`src/rtl/sertx_pkg.sv`:
```
package sertx_pkg;

    localparam int FRAME_MAX = 12;   // start + 8 data + parity + 2 stop

    typedef struct packed {
        logic [1:0] len;       // 0..3 -> 5..8 data bits
        logic       par_en;
        logic       par_odd;
        logic       two_stop;
    } fmt_t;

    typedef struct packed {
        logic [FRAME_MAX-1:0] bits;   // bit 0 leaves first
        logic [3:0]           nbits;
    } frame_t;

    function automatic logic [7:0] data_mask(input logic [1:0] len);
        return 8'hFF >> (2'd3 - len);
    endfunction

    function automatic frame_t build_frame(input logic [7:0] d, input fmt_t f);
        frame_t              fr;
        logic [7:0]          dm;
        logic                p;
        int                  n;
        logic [FRAME_MAX-1:0] v;
        n  = 5 + int'(f.len);
        dm = d & data_mask(f.len);
        p  = f.par_odd ^ (^dm);
        v  = {FRAME_MAX{1'b1}} << (n + 1);
        v  = v | {3'b000, dm, 1'b0};
        if (f.par_en) begin
            v = (v & ~(12'd1 << (n + 1))) | ({11'd0, p} << (n + 1));
        end
        fr.bits  = v;
        fr.nbits = 4'(n + 2 + (f.par_en ? 1 : 0) + (f.two_stop ? 1 : 0));
        return fr;
    endfunction

endpackage

```
`src/rtl/sertx_fifo.sv`:
```
module sertx_fifo #(
    parameter int DEPTH  = 16,
    parameter int WIDTH  = 8,
    parameter int FILL_W = $clog2(DEPTH + 1)
) (
    input  logic              clk,
    input  logic              rst,
    input  logic              clear,
    input  logic              push_req,
    input  logic [WIDTH-1:0]  din,
    input  logic              pop,
    output logic [WIDTH-1:0]  dout,
    output logic [FILL_W-1:0] count
);
    localparam int AW = $clog2(DEPTH);

    logic [WIDTH-1:0] mem [DEPTH];
    logic [AW-1:0]    wr_ptr, rd_ptr;
    logic             push;

    assign push = push_req && (count != FILL_W'(DEPTH)) && !clear;
    assign dout = mem[rd_ptr];

    always_ff @(posedge clk) begin
        if (push) mem[wr_ptr] <= din;
    end

    always_ff @(posedge clk) begin
        if (rst || clear) begin
            wr_ptr <= '0;
            rd_ptr <= '0;
            count  <= '0;
        end else begin
            if (push) wr_ptr <= wr_ptr + AW'(1);
            if (pop)  rd_ptr <= rd_ptr + AW'(1);
            case ({push, pop})
                2'b10:   count <= count + FILL_W'(1);
                2'b01:   count <= count - FILL_W'(1);
                default: count <= count;
            endcase
        end
    end
endmodule

```
`src/rtl/sertx_shifter.sv`:
```
module sertx_shifter
    import sertx_pkg::*;
#(
    parameter int OVERSAMPLE = 16
) (
    input  logic       clk,
    input  logic       rst,
    input  logic       baud_tick,
    input  logic       brk,
    input  logic       tx_enable,
    input  logic       avail,
    input  logic       flush,
    input  logic [7:0] head,
    input  fmt_t       fmt,
    output logic       pop,
    output logic       busy,
    output logic       txd
);
    localparam int TW = $clog2(OVERSAMPLE);

    logic [FRAME_MAX-1:0] shreg;
    logic [3:0]           left;
    logic [TW-1:0]        tcnt;
    frame_t               nxt;

    assign nxt = build_frame(head, fmt);
    assign pop = !busy && tx_enable && avail && !flush;

    always_ff @(posedge clk) begin
        if (rst) begin
            busy  <= 1'b0;
            shreg <= '1;
            left  <= '0;
            tcnt  <= '0;
            txd   <= 1'b1;
        end else begin
            if (pop) begin
                shreg <= nxt.bits;
                left  <= nxt.nbits;
                tcnt  <= '0;
                busy  <= 1'b1;
            end else if (busy && baud_tick) begin
                if (tcnt == TW'(OVERSAMPLE - 1)) begin
                    tcnt  <= '0;
                    shreg <= {1'b1, shreg[FRAME_MAX-1:1]};
                    left  <= left - 4'd1;
                    if (left == 4'd1) busy <= 1'b0;
                end else begin
                    tcnt <= tcnt + TW'(1);
                end
            end
            txd <= brk ? 1'b0 : (busy ? shreg[0] : 1'b1);
        end
    end
endmodule

```
`src/rtl/sertx_status.sv`:
```
module sertx_status #(
    parameter int FILL_W = 5
) (
    input  logic              clk,
    input  logic              rst,
    input  logic [FILL_W-1:0] fill,
    input  logic              busy,
    input  logic [FILL_W-1:0] thresh,
    input  logic              mask_empty,
    input  logic              mask_low,
    output logic              st_empty,
    output logic              st_low,
    output logic              irq
);
    assign st_empty = (fill == '0) && !busy;
    assign st_low   = fill < thresh;

    always_ff @(posedge clk) begin
        if (rst) irq <= 1'b0;
        else     irq <= (st_empty && mask_empty) || (st_low && mask_low);
    end
endmodule

```
`src/rtl/serial_tx_unit.sv`:
```
module serial_tx_unit
    import sertx_pkg::*;
#(
    parameter int DEPTH      = 16,
    parameter int OVERSAMPLE = 16,
    parameter int FILL_W     = $clog2(DEPTH + 1)
) (
    input  logic              clk,
    input  logic              rst,
    input  logic              baud_tick,
    input  logic              wr_en,
    input  logic [7:0]        wr_data,
    input  logic              tx_enable,
    input  logic              brk,
    input  logic              fifo_clear,
    input  logic [1:0]        word_len,
    input  logic              par_en,
    input  logic              par_odd,
    input  logic              two_stop,
    input  logic [FILL_W-1:0] thresh,
    input  logic              mask_empty,
    input  logic              mask_low,
    output logic              txd,
    output logic [FILL_W-1:0] fill,
    output logic              st_empty,
    output logic              st_low,
    output logic              irq
);
    logic       pop, busy;
    logic [7:0] head;
    fmt_t       fmt;

    assign fmt = '{len: word_len, par_en: par_en, par_odd: par_odd, two_stop: two_stop};

    sertx_fifo #(.DEPTH(DEPTH), .WIDTH(8), .FILL_W(FILL_W)) u_fifo (
        .clk(clk), .rst(rst), .clear(fifo_clear), .push_req(wr_en),
        .din(wr_data), .pop(pop), .dout(head), .count(fill)
    );

    sertx_shifter #(.OVERSAMPLE(OVERSAMPLE)) u_shift (
        .clk(clk), .rst(rst), .baud_tick(baud_tick), .brk(brk),
        .tx_enable(tx_enable), .avail(fill != '0), .flush(fifo_clear),
        .head(head), .fmt(fmt), .pop(pop), .busy(busy), .txd(txd)
    );

    sertx_status #(.FILL_W(FILL_W)) u_stat (
        .clk(clk), .rst(rst), .fill(fill), .busy(busy), .thresh(thresh),
        .mask_empty(mask_empty), .mask_low(mask_low),
        .st_empty(st_empty), .st_low(st_low), .irq(irq)
    );
endmodule

```
`config.mk`:
```
export PLATFORM = sky130hd
export DESIGN_NAME = serial_tx_unit
export DESIGN_NICKNAME = d
export VERILOG_FILES = /design/src/rtl/sertx_pkg.sv /design/src/rtl/sertx_fifo.sv /design/src/rtl/sertx_shifter.sv /design/src/rtl/sertx_status.sv /design/src/rtl/serial_tx_unit.sv
export SDC_FILE = /design/constraint.sdc
export NUM_CORES = 1
export LEC_CHECK = 0
export CORE_MARGIN = 2
export CORE_UTILIZATION = 60
export DETAILED_ROUTE_END_ITERATION = 10
export PLACE_DENSITY = 0.86
export SYNTH_ARGS = -nofsm -noshare
export SYNTH_HDL_FRONTEND = slang
export SYNTH_SLANG_ARGS = --single-unit
```
`constraint.sdc`:
```
create_clock -name clk -period 8.96 [get_ports clk]
set_input_delay 2.24 -clock clk [delete_from_list [all_inputs] [get_ports clk]]
set_output_delay 2.24 -clock clk [all_outputs]
set_load 0.1 [all_outputs]
```
==> metrics <==
final setup vio count 0; Post-CTS Resized 0; CTS tree done; Slew Limit Headroom 28.8%; crit path max fanout 2; gr usage total 25.7%; setup TNS 0 ns; I/O pins 36; CTS Buf Count 17; end point of the critical path st_low; final wirelength 15600 µm; GRT busiest layer met2; clock buffer depth 2; Post-Syn Area 0.00737 mm²; ordered list of cells on the worst path clkdlybuf4s50_1 > inv_1 > ha_1 > a21boi_1 > o21a_1 > o21ai_1 > nand2b_1 > a21oi_1 > clkdlybuf4s50_1; GR Util met2 42.8%; status finished clean; CTS H-tree depth 4; Fin. Hold Viols 0; required time of the critical path 6.72 ns; CP endpoint kind output port; Die Span Y 115 µm; post-synth cell types 55; pwr/cell area 196 mW/mm²; Syn Area/Cell 14.5 µm²; HPWL Detailed 9400 µm; Final Cell Area 0.00835 mm²; violation count after the first detailed-route iteration 443; routed via count 4414; starting density of the core 61.3%; RePlAce Congestion 0.858; kind of critical path input port to output port; Routed WL per cell 22.4 µm; Area Growth Syn to Fin 13.4%; setup repair bufs after CTS 0; Worst Tran Pin Value 1.06 ns; worst reg2reg startpoint u_fifo.count[3]; kind of path behind the tightest hold check register to register; Detailed Routing Iterations Pass 1 5; synth warn 0; startpoint types input port; Peak VDD IR 0.181 mV; placed cell area 0.00779 mm²; fin. max-slew vios 0; Synth Net Count 562; initial antenna violation count 0; Clk pin slew, worst setup/hold paths 0.07 ns; Arr. time, crit path 4.87 ns; period utilization 79.4%; Synth Flop Type edfxtp_1; die width 115 µm; CP max-delay cell clkdlybuf4s50_1; largest net degree at the start of global routing 33; met1 GRT Util 32.5%; Max stage delay on crit path 1.18 ns; r2r setup slk 5.16 ns; P_leak 2.87 nW; Nets 592; share of layout cells above drive strength 1 13.8%; vias in the first global route 4463; total of max-cap violations 0; CP startpoint thresh[1]; crit path time final 7.11 ns; Worst-Skew Late Latency 0.43 ns; Fmax achieved 141 MHz; Sink Count 168; ant diodes 0; register area share after synthesis 63.0%; Most common cell on crit path clkdlybuf4s50_1; die area 0.0132 mm²; I/O Buffers 35; CTS Hold Bufs 0; clk root buf clkbuf_16; Cells after Synth 509; Async S/R FF share, synth 0%; worst r2r dst u_fifo.count[4]; RSZ-0062 raised after global routing false; Final Skew 0.0123 ns; #FFs+latches synth 168; first-pass GRT wire length 24400 µm; DR vias/cell 6.32; global-route met3 utilization 5.59%; Worst Reg-to-Reg Cells 13; # rows 40; Final ANT Viol Nets 0; drt drc 0; Post-synth EDFFs 128; Core ar. 0.0120 mm²; final global-route overflow total 0
==> kinds of logic (layout without fill, tap and decap cells) <==
family	Yosys count	count (layout)	synth area share, %
buf+inv	51	93	3.28
flops	168	168	63.0
fa+ha+maj	26	26	4.62
simple gates	125	125	7.64
xor+xnor	24	24	3.16
compound gates	66	66	5.71
mux	49	49	12.6
==> layout by cell type (no fill, tap or decap), types with 3 or more instances in the layout <==
cell type / instances
a21oi_1: 21
clkdlybuf4s50_1: 35
nand2b_1: 7
inv_1: 21
nor2b_1: 3
nor3_2: 4
mux2i_1: 14
xnor2_1: 9
edfxtp_1: 128
a21o_1: 3
nor4_1: 4
nand2_1: 37
a31oi_1: 7
nor3_1: 3
mux4_2: 32
nor2_1: 48
dfxtp_1: 39
nand3_1: 5
o21ai_0: 7
inv_2: 3
ha_1: 24
clkbuf_16: 17
inv_6: 7
xor2_1: 13
o21ai_1: 4
a211oi_1: 4
nand4_1: 5
==> state kept, by name, indices dropped and copies added, names as in the netlist, named ones only <==
signal	cells
u_shift.left	4
u_shift.busy	1
u_fifo.mem	128
u_fifo.wr_ptr	4
u_shift.shreg	12
u_shift.tcnt	4
u_stat.irq	1
u_fifo.rd_ptr	4
u_fifo.count	5
u_shift.txd	1
==> layer usage <==
| layer | wire length (µm) | up-vias |
|---|---|---|
| li1 | - | 1972 |
| met1 | 6130 | 2213 |
| met2 | 7860 | 190 |
| met3 | 1170 | 39 |
| met4 | 470 | 0 |
| met5 | 0 | - |
==> per-stage QoR <==
| stage | power, mW | hold WS [ns] | cells | utilization, % | setup slack [ns] |
|---|---|---|---|---|---|
| final | 1.64 | 0.488 | 698 | 69.6 | 1.85 |
| after global routing | 1.69 | 0.512 | 698 | 69.6 | 1.76 |
| after CTS | 1.65 | 0.491 | 698 | 69.6 | 1.84 |
| after detailed placement | 0.948 | 0.475 | 667 | 64.9 | 1.86 |
| after global placement | 0.946 | 0.465 | 667 | 64.9 | 1.92 |
| after floorplan | 0.915 | 0.449 | 509 | - | 2.22 |
==> cell type report <==
type | count | area (µm²)
Sequential cell | 168 | 4650
Fill cell | 766 | 3660
Multi-Input combinational cell | 290 | 2500
Clock buffer | 18 | 429
Timing Repair Buffer | 37 | 365
Tap cell | 147 | 184
Clock inverter | 13 | 135
Inverter | 25 | 93.8
==> synth_stat cells, types with 3 or more instances <==
| cell type | instances | area share (%) |
|---|---|---|
| nor3_1 | 7 | 0.48 |
| dfxtp_1 | 40 | 11 |
| a21o_1 | 3 | 0.31 |
| buf_2 | 6 | 0.41 |
| a21oi_1 | 21 | 1.4 |
| a211oi_1 | 4 | 0.41 |
| nor2_1 | 48 | 2.4 |
| xor2_1 | 13 | 1.5 |
| o21ai_1 | 4 | 0.27 |
| a31oi_1 | 7 | 0.59 |
| nand3_1 | 5 | 0.34 |
| mux4_2 | 32 | 9.8 |
| xnor2_1 | 9 | 1.1 |
| o21ai_0 | 7 | 0.48 |
| inv_1 | 21 | 1.1 |
| nand2_1 | 37 | 1.9 |
| inv_2 | 3 | 0.15 |
| nor2b_1 | 3 | 0.25 |
| clkbuf_1 | 14 | 0.71 |
| edfxtp_1 | 128 | 52 |
| ha_1 | 24 | 4.1 |
| nand2b_1 | 7 | 0.59 |
| nand4_1 | 5 | 0.42 |
| nor4_1 | 4 | 0.34 |
| mux2i_1 | 14 | 1.9 |
==> critical path, delay by kind of cell <==
family	cells	cell delay, ns
AOI/OAI and AO/OA	4	0.61
buffers and inverters	3	1.68
and+or+nand+nor	1	0.06
adders and majority gates	1	0.27
==> worst min-delay path by stage <==
stage | startpoint | end | slack (ns) | depth (start not counted)
after floorplan | u_shift.shreg[11] | u_shift.shreg[11] | 0.45 | 2
after global placement | u_shift.shreg[11] | u_shift.shreg[11] | 0.47 | 2
after detailed placement | u_shift.shreg[11] | u_shift.shreg[11] | 0.47 | 2
after CTS | u_shift.shreg[11] | u_shift.shreg[11] | 0.49 | 2
after global routing | u_shift.shreg[11] | u_shift.shreg[11] | 0.51 | 2
final | u_shift.shreg[11] | u_shift.shreg[11] | 0.49 | 2
==> report_power, final <==
| part | switching (mW) | internal (mW) | total (mW) | leakage, nW |
|---|---|---|---|---|
| Sequential | 0.00274 | 0.842 | 0.844 | 1.48 |
| Clock | 0.317 | 0.390 | 0.708 | 0.277 |
| Combinational | 0.0540 | 0.0342 | 0.0882 | 1.12 |
Power figures use the tool's default switching activity.
